$ cat src/rtl/tdmw_pkg.sv
package tdmw_pkg;

  typedef logic [3:0] tc_code_t;

  // channel assignments of the selectable windows
  localparam int unsigned SUB_CHAN  = 0;  // partial-channel window
  localparam int unsigned CTRL_CHAN = 1;  // never enabled
  localparam int unsigned RUN_FIRST = 2;  // first full channel of runs

  // Window membership for a position under a code.
  function automatic logic slot_hit(input tc_code_t code,
                                    input int unsigned chan,
                                    input int unsigned bitn);
    logic hit;
    hit = 1'b0;
    unique case (code[2:0])
      3'b000: hit = (chan == SUB_CHAN) && (bitn < 1);
      3'b001: hit = (chan == SUB_CHAN) && (bitn < 2);
      3'b010: hit = (chan == SUB_CHAN) && (bitn < (code[3] ? 7 : 6));
      3'b011: hit = (chan == RUN_FIRST);
      3'b100: hit = (chan == RUN_FIRST + 1);
      3'b101: hit = (chan == RUN_FIRST + 2);
      3'b110: hit = (chan >= RUN_FIRST) && (chan <= RUN_FIRST + 1);
      3'b111: hit = (chan >= RUN_FIRST) && (chan <= RUN_FIRST + 2);
      default: hit = 1'b0;
    endcase
    return hit;
  endfunction

endpackage

$ cat src/rtl/tdmw_slot_counter.sv
module tdmw_slot_counter #(
  parameter int NUM_CHAN  = 32,
  parameter int CHAN_BITS = 8,
  localparam int CH_W = $clog2(NUM_CHAN),
  localparam int BT_W = $clog2(CHAN_BITS)
) (
  input  logic            clk,
  input  logic            rst,
  input  logic            frame_pulse,
  output logic [CH_W-1:0] chan_q,
  output logic [BT_W-1:0] bit_q,
  output logic [CH_W-1:0] chan_d,
  output logic [BT_W-1:0] bit_d,
  output logic            boundary
);
  localparam logic [CH_W-1:0] LAST_CH = CH_W'(NUM_CHAN - 1);
  localparam logic [BT_W-1:0] LAST_BT = BT_W'(CHAN_BITS - 1);

  logic bit_wrap, frame_wrap;

  always_comb begin
    bit_wrap   = (bit_q == LAST_BT);
    frame_wrap = bit_wrap && (chan_q == LAST_CH);
    if (frame_pulse || frame_wrap) begin
      chan_d = '0;
      bit_d  = '0;
    end else if (bit_wrap) begin
      chan_d = chan_q + 1'b1;
      bit_d  = '0;
    end else begin
      chan_d = chan_q;
      bit_d  = bit_q + 1'b1;
    end
    boundary = frame_pulse || frame_wrap;
  end

  always_ff @(posedge clk) begin
    if (rst) begin
      chan_q <= '0;
      bit_q  <= '0;
    end else begin
      chan_q <= chan_d;
      bit_q  <= bit_d;
    end
  end

  // a sampled pulse restarts the frame
  p_pulse_restart_r2: assert property (@(posedge clk) disable iff (rst)
    frame_pulse |=> (chan_q == '0) && (bit_q == '0));

  // bit index steps by one inside a channel
  p_bit_step_r2: assert property (@(posedge clk) disable iff (rst)
    (!frame_pulse && bit_q != LAST_BT) |=> (bit_q == $past(bit_q) + 1'b1)
                                        && $stable(chan_q));

  // end of frame wraps to the start
  p_frame_wrap_r2: assert property (@(posedge clk) disable iff (rst)
    (!frame_pulse && bit_q == LAST_BT && chan_q == LAST_CH)
      |=> (chan_q == '0) && (bit_q == '0));

endmodule

$ cat src/rtl/tdmw_code_latch.sv
module tdmw_code_latch
  import tdmw_pkg::*;
(
  input  logic     clk,
  input  logic     rst,
  input  logic     frame_pulse,
  input  logic     boundary,
  input  tc_code_t code_in,
  output tc_code_t code_q,
  output tc_code_t code_d,
  output logic     synced_q,
  output logic     synced_d
);

  always_comb begin
    code_d   = boundary ? code_in : code_q;
    synced_d = synced_q | frame_pulse;
  end

  always_ff @(posedge clk) begin
    if (rst) begin
      code_q   <= '0;
      synced_q <= 1'b0;
    end else begin
      code_q   <= code_d;
      synced_q <= synced_d;
    end
  end

  // the active code holds between frame boundaries
  p_code_hold_r9: assert property (@(posedge clk) disable iff (rst)
    !boundary |=> $stable(code_q));

  // once synchronised, stays synchronised until reset
  p_sync_sticky_r1: assert property (@(posedge clk) disable iff (rst)
    synced_q |=> synced_q);

endmodule

$ cat src/rtl/tdmw_window_decode.sv
module tdmw_window_decode
  import tdmw_pkg::*;
#(
  parameter int NUM_CHAN  = 32,
  parameter int CHAN_BITS = 8,
  localparam int CH_W = $clog2(NUM_CHAN),
  localparam int BT_W = $clog2(CHAN_BITS)
) (
  input  tc_code_t        code,
  input  logic [CH_W-1:0] chan,
  input  logic [BT_W-1:0] bitn,
  output logic            hit
);

  always_comb begin
    hit = slot_hit(code, int'(unsigned'(chan)), int'(unsigned'(bitn)));
  end

  // the control channel is outside every window
  always_comb begin
    a_ctrl_chan_r7: assert (!(hit && chan == CH_W'(CTRL_CHAN)));
  end

endmodule

$ cat src/rtl/tdm_window_gen.sv
module tdm_window_gen
  import tdmw_pkg::*;
#(
  parameter int NUM_CHAN  = 32,
  parameter int CHAN_BITS = 8,
  localparam int CH_W = $clog2(NUM_CHAN),
  localparam int BT_W = $clog2(CHAN_BITS)
) (
  input  logic            clk,
  input  logic            rst,
  input  logic            frame_pulse,
  input  logic [3:0]      ctrl_code,
  output logic            tx_en,
  output logic            rx_en,
  output logic            out_en,
  output logic [CH_W-1:0] chan_idx,
  output logic [BT_W-1:0] bit_idx
);

  logic [CH_W-1:0] chan_d;
  logic [BT_W-1:0] bit_d;
  logic            boundary;
  tc_code_t        code_q, code_d;
  logic            synced_q, synced_d;
  logic            hit_d;

  tdmw_slot_counter #(.NUM_CHAN(NUM_CHAN), .CHAN_BITS(CHAN_BITS)) u_cnt (
    .clk(clk), .rst(rst), .frame_pulse(frame_pulse),
    .chan_q(chan_idx), .bit_q(bit_idx),
    .chan_d(chan_d), .bit_d(bit_d), .boundary(boundary)
  );

  tdmw_code_latch u_code (
    .clk(clk), .rst(rst), .frame_pulse(frame_pulse), .boundary(boundary),
    .code_in(ctrl_code), .code_q(code_q), .code_d(code_d),
    .synced_q(synced_q), .synced_d(synced_d)
  );

  tdmw_window_decode #(.NUM_CHAN(NUM_CHAN), .CHAN_BITS(CHAN_BITS)) u_dec (
    .code(code_d), .chan(chan_d), .bitn(bit_d), .hit(hit_d)
  );

  // registered strobes aligned with the registered indices
  always_ff @(posedge clk) begin
    if (rst) begin
      tx_en  <= 1'b0;
      rx_en  <= 1'b0;
      out_en <= 1'b0;
    end else begin
      tx_en  <= synced_d & hit_d;
      rx_en  <= synced_d & hit_d;
      out_en <= synced_d & hit_d;
    end
  end

  // no strobe on the control channel
  p_no_ctrl_chan_r7: assert property (@(posedge clk) disable iff (rst)
    (tx_en || rx_en || out_en) |-> (chan_idx != CH_W'(CTRL_CHAN)));

  // the three strobes move together
  p_strobes_match_r8: assert property (@(posedge clk) disable iff (rst)
    (rx_en == tx_en) && (out_en == tx_en));

  // silent until the first frame pulse
  p_quiet_unsynced_r1: assert property (@(posedge clk) disable iff (rst)
    !synced_q |-> !tx_en);

  // the last bit of the partial channel is never enabled
  p_sub_limit_r4: assert property (@(posedge clk) disable iff (rst)
    (tx_en && chan_idx == CH_W'(SUB_CHAN)) |-> (bit_idx != BT_W'(CHAN_BITS - 1)));

endmodule

$ cat config.mk
export PLATFORM = sky130hd
export DESIGN_NAME = tdm_window_gen
export DESIGN_NICKNAME = d
export VERILOG_FILES = /design/src/rtl/tdmw_pkg.sv /design/src/rtl/tdmw_slot_counter.sv /design/src/rtl/tdmw_code_latch.sv /design/src/rtl/tdmw_window_decode.sv /design/src/rtl/tdm_window_gen.sv
export SDC_FILE = /design/constraint.sdc
export NUM_CORES = 1
export LEC_CHECK = 0
export ABC_AREA = 1
export ABC_CLOCK_PERIOD_IN_PS = 3200
export BUFFER_PORTS_ARGS = -buffer_cell sky130_fd_sc_hd__clkbuf_2
export CAP_MARGIN = 20
export CORE_ASPECT_RATIO = 1.1
export CORE_MARGIN = 8
export CORE_UTILIZATION = 52
export DETAILED_ROUTE_END_ITERATION = 10
export GPL_ROUTABILITY_DRIVEN = 0
export PLACE_DENSITY = 0.81
export SKIP_CTS_REPAIR_TIMING = 1
export SYNTH_ARGS = -nofsm -noshare
export SYNTH_HDL_FRONTEND = slang
export SYNTH_HIERARCHICAL = 1
export SYNTH_SLANG_ARGS = --single-unit
export TNS_END_PERCENT = 100
$ cat constraint.sdc
create_clock -name clk -period 3.2 [get_ports clk]
set_input_delay 0.16 -clock clk [delete_from_list [all_inputs] [get_ports clk]]
set_output_delay 0.16 -clock clk [all_outputs]
set_load 0.05 [all_outputs]
==> impl_metrics.py <==
metrics = {
    "run_status": {
        "status": "complete, no violations",
    },
    "power": {
        "power.switching_uw": 104.0,
        "ir_drop_uv": 222.1,
        "p_int_uw": 243.6,
        "cellPowerDensity_nw_per_um2": 358.0,
        "power_frac_comb": 0.193,
        "p_seq_frac": 0.528,
        "p_sw_frac": 0.2992,
        "clockPowerShare": 0.278,
        "leakage_uw": 0.0005787,
    },
    "detailed_routing": {
        "via_per_inst": 4.740,
        "routed_wirelength_mm": 1.717,
        "drtIter0Drc": 15,
        "wl_per_cell_um": 10.16,
        "drtAntennaViolNets": 0,
        "vias": 801,
        "drc": 0,
        "dr.pass1.iters": 4,
    },
    "die": {
        "die_h_um": 58.98,
        "rows": 15,
        "dieArea_um2": 3248,
        "die_w_um": 55.08,
        "start_util": 0.5540,
        "io_pins": 18,
        "core_um2": 1577,
    },
    "setup_path": {
        "r2r_setup_slack_ns": 0.97,
        "cp_max_fo": 11,
        "critPathKind": "register to register",
        "cp-start-kind": "register",
        "crit_slowest_cell": "ha_1",
        "crit_chain": "ha_1 -> ha_1 -> a21oi_4 -> inv_2 -> inv_2 -> nand2_1 -> nand2_1 -> inv_1 -> inv_2 -> nand2_1 -> nand3_1 -> nor2_1 -> nand2_1 -> nor2_2 -> nand2_1 -> nor2_2",
        "crit_start": "u_cnt/bit_q[0]",
        "critical_path.endpoint": "rx_en",
        "critPathArrivalTime_ns": 2.45,
        "cp-end-kind": "register",
        "cp_common_cell": "nand2_1",
        "critPathBufInv": 4,
        "critical_path_required_ns": 3.42,
        "crit_cells": 16,
        "max_stage_delay_ns": 0.42,
        "path_delay_family": "simple AND/OR/NAND/NOR gates",
        "r2r_end": "rx_en",
        "r2r-start": "u_cnt/bit_q[0]",
        "reg2reg_depth": 16,
    },
    "sta": {
        "rsz0062_at_grt": "false",
        "finalCriticalPeriod_ns": 2.232,
        "maxSlewHeadroom": 0.7081,
        "worstMarginPinSlew_ns": 0.4379,
        "setup_viol": 0,
        "slew_viol_final": 0,
        "min_period_over_period": 0.6976,
        "fin_setup_tns_ns": 0,
        "hold_viol_final": 0,
        "finalClockSkew_ns": 0.002054,
        "fmax_mhz": 448.0,
    },
    "grt": {
        "grt.busiest_layer": "met2",
        "grt_pass1_wl_mm": 2.884,
        "grt_max_degree": 15,
        "grt_use_met1": 0.1309,
        "antenna_found_initial": 0,
        "grt_use_met2": 0.2019,
        "met3_usage": 0.01508,
        "grt.overflow.total": 0,
        "grt.total_usage": 0.1181,
        "grt_pass1_vias": 748,
    },
    "synth": {
        "synth_area_um2": 873.3,
        "syn-num-nets": 147,
        "muxShareOfSynthArea": 0,
        "synth_seq_cells": 14,
        "synthSimpleGateAreaFrac": 0.4040,
        "ys_types": 21,
        "synth-compound-area-share": 0.03438,
        "synth_top_family_by_area": "simple AND/OR/NAND/NOR gates",
        "synthXorXnorAreaFrac": 0.01003,
        "synth_adder_area_share": 0.05731,
        "syn-mean-instance-area_um2": 6.422,
        "ys_warn_count": 6,
        "netlist_instances": 136,
        "ys_seq_area_frac": 0.3209,
    },
    "clock_tree": {
        "cts.sinks": 14,
        "clkTransAtPathRegs_ns": 0.08,
        "htree_levels": 1,
        "insertion_delay_ns": 0.28,
        "cts_tree": "done",
        "clock_path_buffers": 2,
        "numCtsBuffers": 3,
        "root_buffer": "clkbuf_4",
    },
    "finish": {
        "fin_nets": 165,
        "drive_gt1_frac": 0.2303,
        "fill_cells": 156,
        "final_core_util": 0.6159,
        "diodes": 0,
        "synthToLayoutAreaGrowth_pct": 11.17,
    },
    "hold_path": {
        "hold_path_class": "input pin to register",
        "holdPathStages": 2,
    },
    "placement": {
        "hpwl_mm": 1.448,
        "port_buffers": 17,
    },
    "run": {
        "max_cap_violations": 0,
    },
}
## synth_stat cells
library cell | n | area share
nor3_1 | 1 | 0.0057
nand2_4 | 1 | 0.013
nand3_1 | 5 | 0.029
nor4_1 | 1 | 0.0072
nor3_2 | 4 | 0.046
nand2_2 | 1 | 0.0072
buf_2 | 1 | 0.0057
nor2_2 | 3 | 0.021
a21oi_4 | 1 | 0.019
ha_1 | 4 | 0.057
buf_4 | 2 | 0.017
nor2_4 | 1 | 0.013
buf_6 | 1 | 0.013
nand2_1 | 43 | 0.18
inv_1 | 29 | 0.12
inv_2 | 3 | 0.013
a21oi_1 | 1 | 0.0057
o21ai_2 | 1 | 0.010
dfxtp_1 | 14 | 0.32
xnor2_1 | 1 | 0.010
nor2_1 | 18 | 0.077
## sequential cells by signal, indices dropped and copies added (netlist names)
name / count
rx_en: 1
u_code/code_q: 4
u_cnt/chan_q: 5
u_cnt/bit_q: 3
u_code/synced_q: 1
## area by class of cell
type / instances / area (µm²) / area share
Clock buffer: 3 / 22.52 / 0.02320
Inverter: 32 / 120.1 / 0.1237
Multi-Input combinational cell: 86 / 441.7 / 0.4549
Sequential cell: 14 / 280.3 / 0.2887
Tap cell: 17 / 21.27 / 0.02191
Timing Repair Buffer: 17 / 85.08 / 0.08763
## worst min path at each step
stage | from | end | slack, ns
floorplan | rst | rx_en | 0.23
global placement | frame_pulse | u_cnt/bit_q[0] | 0.44
detailed placement | u_code/synced_q | u_code/synced_q | 0.46
CTS | frame_pulse | u_cnt/bit_q[0] | 0.16
global route | frame_pulse | u_cnt/bit_q[0] | 0.17
finish | frame_pulse | u_cnt/bit_q[0] | 0.16
## stage by stage
| stage | hold slack (ns) | cell area, µm² | power, µW | setup WS (ns) | cells |
|---|---|---|---|---|---|
| 6_report | 0.1584 | 970.9 | 347.6 | 0.9676 | 169 |
| 4_1_cts | 0.1589 | 970.9 | 352.5 | 0.9511 | 169 |
| 5_1_grt | 0.1749 | 970.9 | 366.3 | 0.6791 | 169 |
| 3_5_place_dp | 0.4552 | 948.4 | 255.8 | 0.9691 | 166 |
| 2_1_floorplan | 0.2269 | 873.3 | 241.6 | 0.8520 | 136 |
| 3_3_place_gp | 0.4414 | 948.4 | 253.1 | 1.066 | 166 |
## power groups by stage
stage                     sequential [µW]  clock (µW)  combinational [µW]
after detailed placement              188           0                67.9
after global routing                  184         107                75.2
after global placement                187           0                65.7
after CTS                             184         101                68.0
after floorplan                       195           0                46.2
final                                 184        96.8                67.2
## cells by family after synthesis
| group | Yosys count |
|---|---|
| adder cells (fa/ha/maj) | 4 |
| AO/OA/AOI/OAI | 3 |
| AND/OR/NAND/NOR | 78 |
| flip-flops | 14 |
| XOR/XNOR | 1 |
| buffers and inverters | 36 |
## metal layers
metal	vias up	wire, µm
li1	429	-
met1	345	701
met2	22	886
met3	5	93
met4	0	36
met5	-	0
## placed cells by master, fill, tap and decap left out, types with 3 or more instances in the layout
cell type / count
nand2_1: 43
inv_1: 29
nor2_1: 18
clkbuf_2: 17
dfxtp_1: 14
nand3_1: 5
nor3_2: 4
ha_1: 4
nor2_2: 3
clkbuf_4: 3
inv_2: 3
## worst register-to-register path, stage by stage, from the launching register on
cell	delay, ns
dfxtp_1	0.39
ha_1	0.17
ha_1	0.42
a21oi_4	0.14
inv_2	0.21
inv_2	0.08
nand2_1	0.07
nand2_1	0.07
inv_1	0.11
inv_2	0.06
nand2_1	0.05
nand3_1	0.07
nor2_1	0.08
nand2_1	0.06
nor2_2	0.07
nand2_1	0.06
nor2_2	0.06
(Power assumes the default switching activity.)
